<file path="src/rtl/tbl_lookup_pkg.sv">
// Shared constants and types for the byte table lookup unit.
// Assumes byte-wide lanes and 64-bit table registers throughout.
package tbl_lookup_pkg;
    localparam int unsigned BYTE_W = 8;
    localparam int unsigned REG_W  = 64;
    localparam int unsigned BYTES_PER_REG = REG_W / BYTE_W;
    typedef logic [BYTE_W-1:0] lane_byte_t;
endpackage

</file>
<file path="src/rtl/tbl_limit_calc.sv">
// Turns the table register count into the table length in bytes.
// Assumes a count above MAX_REGS means MAX_REGS; zero gives an empty table.
module tbl_limit_calc #(
    parameter int unsigned MAX_REGS = 4,
    parameter int unsigned CNT_W    = $clog2(MAX_REGS + 1),
    parameter int unsigned LIM_W    = 9
) (
    input  logic [CNT_W-1:0] count,
    output logic [LIM_W-1:0] limit
);
    import tbl_lookup_pkg::*;
    localparam int unsigned SHIFT = $clog2(BYTES_PER_REG);

    logic [CNT_W-1:0] eff_count;

    // Clamp the count to the number of registers that exist.
    always_comb begin
        if (count > CNT_W'(MAX_REGS)) eff_count = CNT_W'(MAX_REGS);
        else                          eff_count = count;
    end

    // Scale the register count to a byte count.
    always_comb limit = LIM_W'(eff_count) << SHIFT;
endmodule

</file>
<file path="src/rtl/tbl_lane_pick.sv">
// One lane: picks a table byte for an in-range index, else the fallback byte.
// Assumes the table is a flat bus with byte p at bits [8p+7:8p].
module tbl_lane_pick #(
    parameter int unsigned TABLE_BYTES = 32,
    parameter int unsigned LIM_W       = 9
) (
    input  tbl_lookup_pkg::lane_byte_t                     idx,
    input  tbl_lookup_pkg::lane_byte_t                     fallback,
    input  logic [TABLE_BYTES*tbl_lookup_pkg::BYTE_W-1:0]  table_bus,
    input  logic [LIM_W-1:0]                               limit,
    output tbl_lookup_pkg::lane_byte_t                     pick
);
    import tbl_lookup_pkg::*;
    localparam int unsigned ADDR_W = $clog2(TABLE_BYTES);
    localparam int unsigned SH     = $clog2(BYTE_W);
    localparam int unsigned BASE_W = ADDR_W + SH;

    logic              in_range;
    logic [ADDR_W-1:0] addr;
    logic [BASE_W-1:0] base;
    lane_byte_t        tbl_byte;

    // Range check against the current table length.
    always_comb in_range = (LIM_W'(idx) < limit);

    // Register select is addr/8, byte select addr%8: one flat byte address.
    always_comb begin
        addr     = idx[ADDR_W-1:0];
        base     = {addr, {SH{1'b0}}};
        tbl_byte = table_bus[base +: BYTE_W];
    end

    // Final lane mux between table and fallback.
    always_comb pick = in_range ? tbl_byte : fallback;
endmodule

</file>
<file path="src/rtl/tbl_result_reg.sv">
// Output stage: loads the assembled word on a strobe and flags it valid.
// Assumes a synchronous active-low reset.
module tbl_result_reg #(
    parameter int unsigned W = 32
) (
    input  logic         clk,
    input  logic         rst_n,
    input  logic         load,
    input  logic [W-1:0] d,
    output logic         vld,
    output logic [W-1:0] q
);
    // Capture the word on a strobe and hold it otherwise.
    always_ff @(posedge clk) begin
        if (!rst_n) begin
            q   <= '0;
            vld <= 1'b0;
        end else begin
            vld <= load;
            if (load) q <= d;
        end
    end

    p_reset_r1: assert property (@(posedge clk)
        !rst_n |=> (!vld && q == '0));
    p_valid_follow_r2: assert property (@(posedge clk) disable iff (!rst_n)
        load |=> vld);
    p_valid_drop_r2: assert property (@(posedge clk) disable iff (!rst_n)
        !load |=> !vld);
    p_hold_r3: assert property (@(posedge clk) disable iff (!rst_n)
        !load |=> $stable(q));
endmodule

</file>
<file path="src/rtl/byte_table_lookup.sv">
// Top: four independent byte lanes look up a 1..MAX_REGS register table,
// with a fallback byte per lane for out-of-range indices; one register stage.
// Assumes the caller holds inputs stable only in the strobe cycle.
module byte_table_lookup #(
    parameter int unsigned LANES    = 4,
    parameter int unsigned MAX_REGS = 4,
    parameter int unsigned CNT_W    = $clog2(MAX_REGS + 1)
) (
    input  logic                                    clk,
    input  logic                                    rst_n,
    input  logic                                    in_valid,
    input  logic [LANES*8-1:0]                      index_word,
    input  logic [LANES*8-1:0]                      fallback_word,
    input  logic [MAX_REGS*64-1:0]                  tbl_data,
    input  logic [CNT_W-1:0]                        tbl_count,
    output logic                                    out_valid,
    output logic [LANES*8-1:0]                      result
);
    import tbl_lookup_pkg::*;
    localparam int unsigned TABLE_BYTES = MAX_REGS * BYTES_PER_REG;
    localparam int unsigned LIM_W       = BYTE_W + 1;
    localparam int unsigned WORD_W      = LANES * BYTE_W;

    logic [LIM_W-1:0]  limit;
    logic [WORD_W-1:0] word_next;

    tbl_limit_calc #(.MAX_REGS(MAX_REGS), .CNT_W(CNT_W), .LIM_W(LIM_W)) limit_i (
        .count (tbl_count),
        .limit (limit)
    );

    p_limit_cap_r5: assert property (@(posedge clk) disable iff (!rst_n)
        limit <= LIM_W'(TABLE_BYTES));

    for (genvar k = 0; k < LANES; k++) begin : g_lane
        tbl_lane_pick #(.TABLE_BYTES(TABLE_BYTES), .LIM_W(LIM_W)) lane_i (
            .idx       (index_word[k*BYTE_W +: BYTE_W]),
            .fallback  (fallback_word[k*BYTE_W +: BYTE_W]),
            .table_bus (tbl_data),
            .limit     (limit),
            .pick      (word_next[k*BYTE_W +: BYTE_W])
        );

        p_oob_fallback_r8: assert property (@(posedge clk) disable iff (!rst_n)
            (in_valid && LIM_W'(index_word[k*BYTE_W +: BYTE_W]) >= limit)
            |=> result[k*BYTE_W +: BYTE_W] == $past(fallback_word[k*BYTE_W +: BYTE_W]));
        p_high_index_r9: assert property (@(posedge clk) disable iff (!rst_n)
            (in_valid && index_word[k*BYTE_W +: BYTE_W] >= BYTE_W'(TABLE_BYTES))
            |=> result[k*BYTE_W +: BYTE_W] == $past(fallback_word[k*BYTE_W +: BYTE_W]));
        p_first_byte_r7: assert property (@(posedge clk) disable iff (!rst_n)
            (in_valid && index_word[k*BYTE_W +: BYTE_W] == '0 && tbl_count != '0)
            |=> result[k*BYTE_W +: BYTE_W] == $past(tbl_data[BYTE_W-1:0]));
    end

    tbl_result_reg #(.W(WORD_W)) out_i (
        .clk   (clk),
        .rst_n (rst_n),
        .load  (in_valid),
        .d     (word_next),
        .vld   (out_valid),
        .q     (result)
    );
endmodule

</file>
<file path="config.mk">
export PLATFORM = sky130hd
export DESIGN_NAME = byte_table_lookup
export DESIGN_NICKNAME = d
export VERILOG_FILES = /design/src/rtl/tbl_lookup_pkg.sv /design/src/rtl/tbl_limit_calc.sv /design/src/rtl/tbl_lane_pick.sv /design/src/rtl/tbl_result_reg.sv /design/src/rtl/byte_table_lookup.sv
export SDC_FILE = /design/constraint.sdc
export NUM_CORES = 1
export LEC_CHECK = 0
export ABC_AREA = 0
export BUFFER_PORTS_ARGS = -buffer_cell sky130_fd_sc_hd__buf_2
export CORE_UTILIZATION = 54
export DETAILED_ROUTE_END_ITERATION = 10
export PLACE_DENSITY = 0.84
export SLEW_MARGIN = 20
export SYNTH_ARGS = -nofsm -noshare
export SYNTH_HDL_FRONTEND = slang
export SYNTH_HIERARCHICAL = 1
export SYNTH_SLANG_ARGS = --single-unit
</file>
<file path="constraint.sdc">
create_clock -name clk -period 3.8 [get_ports clk]
set_input_delay 0.95 -clock clk [delete_from_list [all_inputs] [get_ports clk]]
set_output_delay 0.95 -clock clk [all_outputs]
set_load 0.1 [all_outputs]
</file>
## Yosys cells after proc, flatten, opt, wreduce, memory -nomap -nowiden

Index checks and enable logic that the tools add are counted.

| cells by class | value |
|---|---|
| $add $sub $neg | 0 |
| multipliers | 0 |
| divide/modulo/power cells | 0 |
| $lt $le $gt $ge | 5 |
| equal/unequal tests | 0 |
| shift-type cells | 4 |
| muxes and demuxes | 5 |
| bitwise operators | 0 |
| reductions and logical operators | 0 |

Operators with widths:

| kind | count |
|---|---|
| indexed part select 256 x 9 -> 8 bit | 4 |
| less-than comparator 8 x 6 -> 1 bit | 4 |
| two-way mux 8 bit | 4 |
| greater-than comparator 3 bit (second input constant) | 1 |
| two-way mux 3 bit | 1 |

| word-level totals | value |
|---|---|
| flip-flop bits (word level) | 33 |
| bits in latches | 0 |
| memory bits (writable) | 0 |
| bits in read-only memories | 0 |
| bits of input ports | 326 |
| output and inout port bits | 33 |
| logic and storage cells | 16 |
| memories kept | 0 |

## Depth between registers and ports, before layout

| depth | value |
|---|---|
| depth after elaboration | 4 |
| depth in mapped cells | 10 |

## By module

Netlist, hierarchy kept.

By module, submodules not included:

| module | times used | cells an instance | area each (um^2) | seq. area each (um^2) |
|---|---|---|---|---|
| tbl_lane_pick | 4 | 235 | 2426.1 | 0.0 |
| tbl_result_reg | 1 | 105 | 1270.0 | 660.6 |
| tbl_limit_calc | 1 | 10 | 65.1 | 0.0 |

## Worst setup path before layout

No wires, ideal clock.

| path | value |
|---|---|
| path type | input -> register |
| start | in tbl_count[1] |
| end | reg out_i.q[0] |
| setup time | 0.120 ns |
| data arrival time | 3.026 ns |
| path slack | 0.654 ns |
| cell stages on the path | 10 |
| buffers on the path | 0 |
| cells stage by stage | nor2b_1 inv_1 ha_1 a21oi_1 nor2_1 a2111oi_0 a211oi_4 mux2_2 mux2i_1 nor2b_1 |

| between the ends | value |
|---|---|
| cells in the longest elaborated chain, start to end | 4 |

Ends and longest elaborated chain:

| what | line | RTL |
|---|---|---|
| start: declaration | byte_table_lookup.sv:15 | `input logic [CNT_W-1:0] tbl_count,` |
| greater-than comparator 3 bit | tbl_limit_calc.sv:18 | `if (count > CNT_W'(MAX_REGS)) eff_count = CNT_W'(MAX_REGS);` |
| two-way mux 3 bit (*) | tbl_limit_calc.sv:18 |  |
| less-than comparator 8 x 6 -> 1 bit (*) | tbl_lane_pick.sv:24 | `always_comb in_range = (LIM_W'(idx) < limit);` |
| two-way mux 8 bit (*) | tbl_lane_pick.sv:34 | `always_comb pick = in_range ? tbl_byte : fallback;` |
| net word_next[0] | byte_table_lookup.sv:25 | `logic [WORD_W-1:0] word_next;` |
| end signal: assignment | tbl_result_reg.sv:16 | `q <= '0;` |
| end signal: assignment | tbl_result_reg.sv:20 | `if (load) q <= d;` |
| end: declaration | tbl_result_reg.sv:11 | `output logic [W-1:0] q` |

Mark *: on every way through the listed nets, which the timed path passes. The rest lies on a longest branch.
A chain may end at the register's enable or synchronous reset.

## Final worst setup path

| path | value |
|---|---|
| start | in index_word[19] |
| end | reg out_i.q[17] |

| between the ends | value |
|---|---|
| cells in the longest elaborated chain, start to end | 2 |
| elaborated cells between the ends (all ways) | 3 |
| those cells by class | order compare: 1; shift: 1; mux: 1 |

Ends and longest elaborated chain:

| what | line | RTL |
|---|---|---|
| start: declaration | byte_table_lookup.sv:12 | `input logic [LANES*8-1:0] index_word,` |
| indexed part select 256 x 9 -> 8 bit or less-than comparator 8 x 6 -> 1 bit (tied branches) | tbl_lane_pick.sv:30, tbl_lane_pick.sv:24 |  |
| two-way mux 8 bit (*) | tbl_lane_pick.sv:34 |  |
| net word_next[17] | byte_table_lookup.sv:25 |  |

Marks and branches as above.

==> results.ini <==
[pwr]
share_seq_of_total_power=0.140
leakage_nw=5.87
sw_frac_of_total=0.490
power.switching_mw=1.41
internal_power_mw=1.47
p_per_area_nw_per_um2=214
combPwrFrac=0.721
ir_worst_vdd_v=0.000134
pwr-share-clk=0.140

[global_routing]
grt_pass1_wl_um=75000
grt_max_degree=41
use_met2=0.731
gr-max-usage-layer=met2
grt_pass1_vias=12400
grt_usage=0.471
grt_use_met1=0.572
grt.overflow.total=0
gr-usage-met3=0.140
antenna_found_initial=5

[drt]
vias_per_cell=7.64
drcViolationCount=0
drt_iter0_markers=1777
routedWlPerCell_um=30.3
num_vias=12700
wirelength_um=50500
drt_first_pass_iters=8
ant_nets=0

[worst_setup_path]
cp.arrival_ns=3.80
worstSetupPathType=input port to flip-flop
path_max_fanout=10
r2r-end=out_i/q[14]
critPathLaunchType=input port
cp-endpoint=out_i/q[17]
rr_worst_depth=2
cp.required_ns=4.02
crit_start=index_word[19]
r2r-start=out_i/q[14]
reg2reg_slack_ns=3.14
cp-end-kind=flip-flop

[synthesis]
yosysSeqAreaShare=0.0598
async_reset_ff_frac=0
netlist_instances=1055
synthFlopType=dfxtp_1
synth_warnings=6
synth-seq-cells=33
avgSynthCellArea_um2=10.5
synth.distinct_cells=33
synth_area_um2=11000
synth_edf_count=0

[sta]
fin_crit_sh=0.942
timing.final.hold_violations=0
tightest_slew_ns=1.02
drv_slew=0
fin_ws_ns=0.220
fin_skew_ns=0
fmaxAchievable_mhz=279
slew_headroom=0.323
setup_viol=0
rsz0062_at_grt=false
finalSetupTns_ns=0
fin_hold_ws_ns=0.510
layout_min_cycle_time_ns=3.58

[cts]
htreeDepth=2
ctsHoldBuffers=0
cts_tree=done
cts_buffers=5
path_clk_slew_ns=0.05
clock_path_buffers=2
cts.sinks=33
post-cts-setup-buffers=0
cts-root-buf=clkbuf_16
cts_resized=0
insertion_delay_ns=0.28

[placed_design]
dpl.hpwl_um=40400
place_area_um2=13300
dpl_worst_slack_ns=0.149
gp_congestion=1.13
numPlacedInstances=1654
port_buffers=358

[run]
cap_viol_max_count=0

[final_layout]
drive_gt1_frac=0.455
final_nets=1750
synthToLayoutAreaGrowth_pct=21.9
final_cell_area_um2=13500
fin_cells=1665

[floorplan]
die_h_um=145
core_area_um2=19800
ios=359
rows=51
initial_utilization=0.558
die_w_um=145
dieArea_um2=21000

[min_path]
worstHoldPathType=flip-flop to flip-flop
holdCritStartpoint=out_i/q[4]

[outcome]
status=finished, final reports clean

synth_stat cells (all sizes together), types with 12 or more instances:
cell    number  area, µm²
mux4       148       3330
nand2b      20        125
nor2b       50        313
o21ai       12       60.1
ha          28        350
inv         32        120
mux2        32        360
mux2i      256       2560
a22oi       28        210
nor2        20       75.1
clkbuf      36        135
and2        21        131
nand2       40        150
o221ai      48        420
a221oi     116       1020
buf         70        522
dfxtp       33        661
sequential cells by signal, indices dropped and copies added (netlist names):
| signal | count |
|---|---|
| out_i/q | 32 |
| out_i/vld | 1 |
power groups by stage:
stage	combinational (mW)	sequential (mW)	clock, mW
floorplan	1.03	0.668	0
global placement	1.95	0.408	0
detailed placement	1.99	0.409	0
CTS	1.99	0.402	0.404
global route	2.14	0.406	0.420
finish	2.08	0.402	0.403
per-stage QoR:
| stage | power, mW | utilization |
|---|---|---|
| 5_1_grt | 2.97 | 0.680 |
| 4_1_cts | 2.80 | 0.680 |
| 6_report | 2.88 | 0.680 |
| 3_5_place_dp | 2.40 | 0.673 |
| 2_1_floorplan | 1.69 | - |
| 3_3_place_gp | 2.36 | 0.673 |
final cells by class:
type	instances	area (µm²)
diodes	3	7.51
inverters	36	135
flip-flops and latches	33	661
well taps	265	332
fillers	1563	6320
clock inverters	3	17.5
repair buffers	435	2580
clock buffers	5	125
multi-input cells	885	9610
layer usage:
metal / part of all wire / vias up
met1: 0.34 / 6029
met5: 0.00051 / -
met2: 0.44 / 1261
met4: 0.076 / 4
met3: 0.14 / 283
li1: - / 5140
cell families after synthesis:
family                   Yosys count  share of synthesized area
other                              1                   0.000340
AO/OA/AOI/OAI                    236                      0.180
AND/OR/NAND/NOR                  179                     0.0901
multiplexers                     436                      0.567
flip-flops                        33                     0.0598
adder cells (fa/ha/maj)           28                     0.0317
buffers and inverters            142                     0.0717
worst max-delay path: stages:
cell      delay [ns]
buf_2           0.36
inv_1           0.35
a221oi_1        0.77
a221oi_1        0.28
buf_4           0.21
a22oi_1         0.42
mux2_2          0.24
mux2i_1         0.07
nor2b_1         0.14
worst min path at each step:
stage | to | depth (start not counted)
after floorplan | out_i/q[0] | 2
after global placement | out_i/q[4] | 2
after detailed placement | out_i/q[5] | 2
after CTS | out_i/q[5] | 2
after global routing | out_i/q[23] | 2
final | out_i/q[4] | 2
cell usage in the layout (no fill, tap or decap), types with 32 or more instances in the layout:
cell and instances:
buf_2 350, dfxtp_1 33, buf_4 70, nor2b_1 50
mux2i_1 256, mux4_2 148, inv_1 32, mux2_2 32
nand2_1 40, o221ai_1 48, a221oi_1 116
No activity file was read; power rests on OpenSTA's default activity.
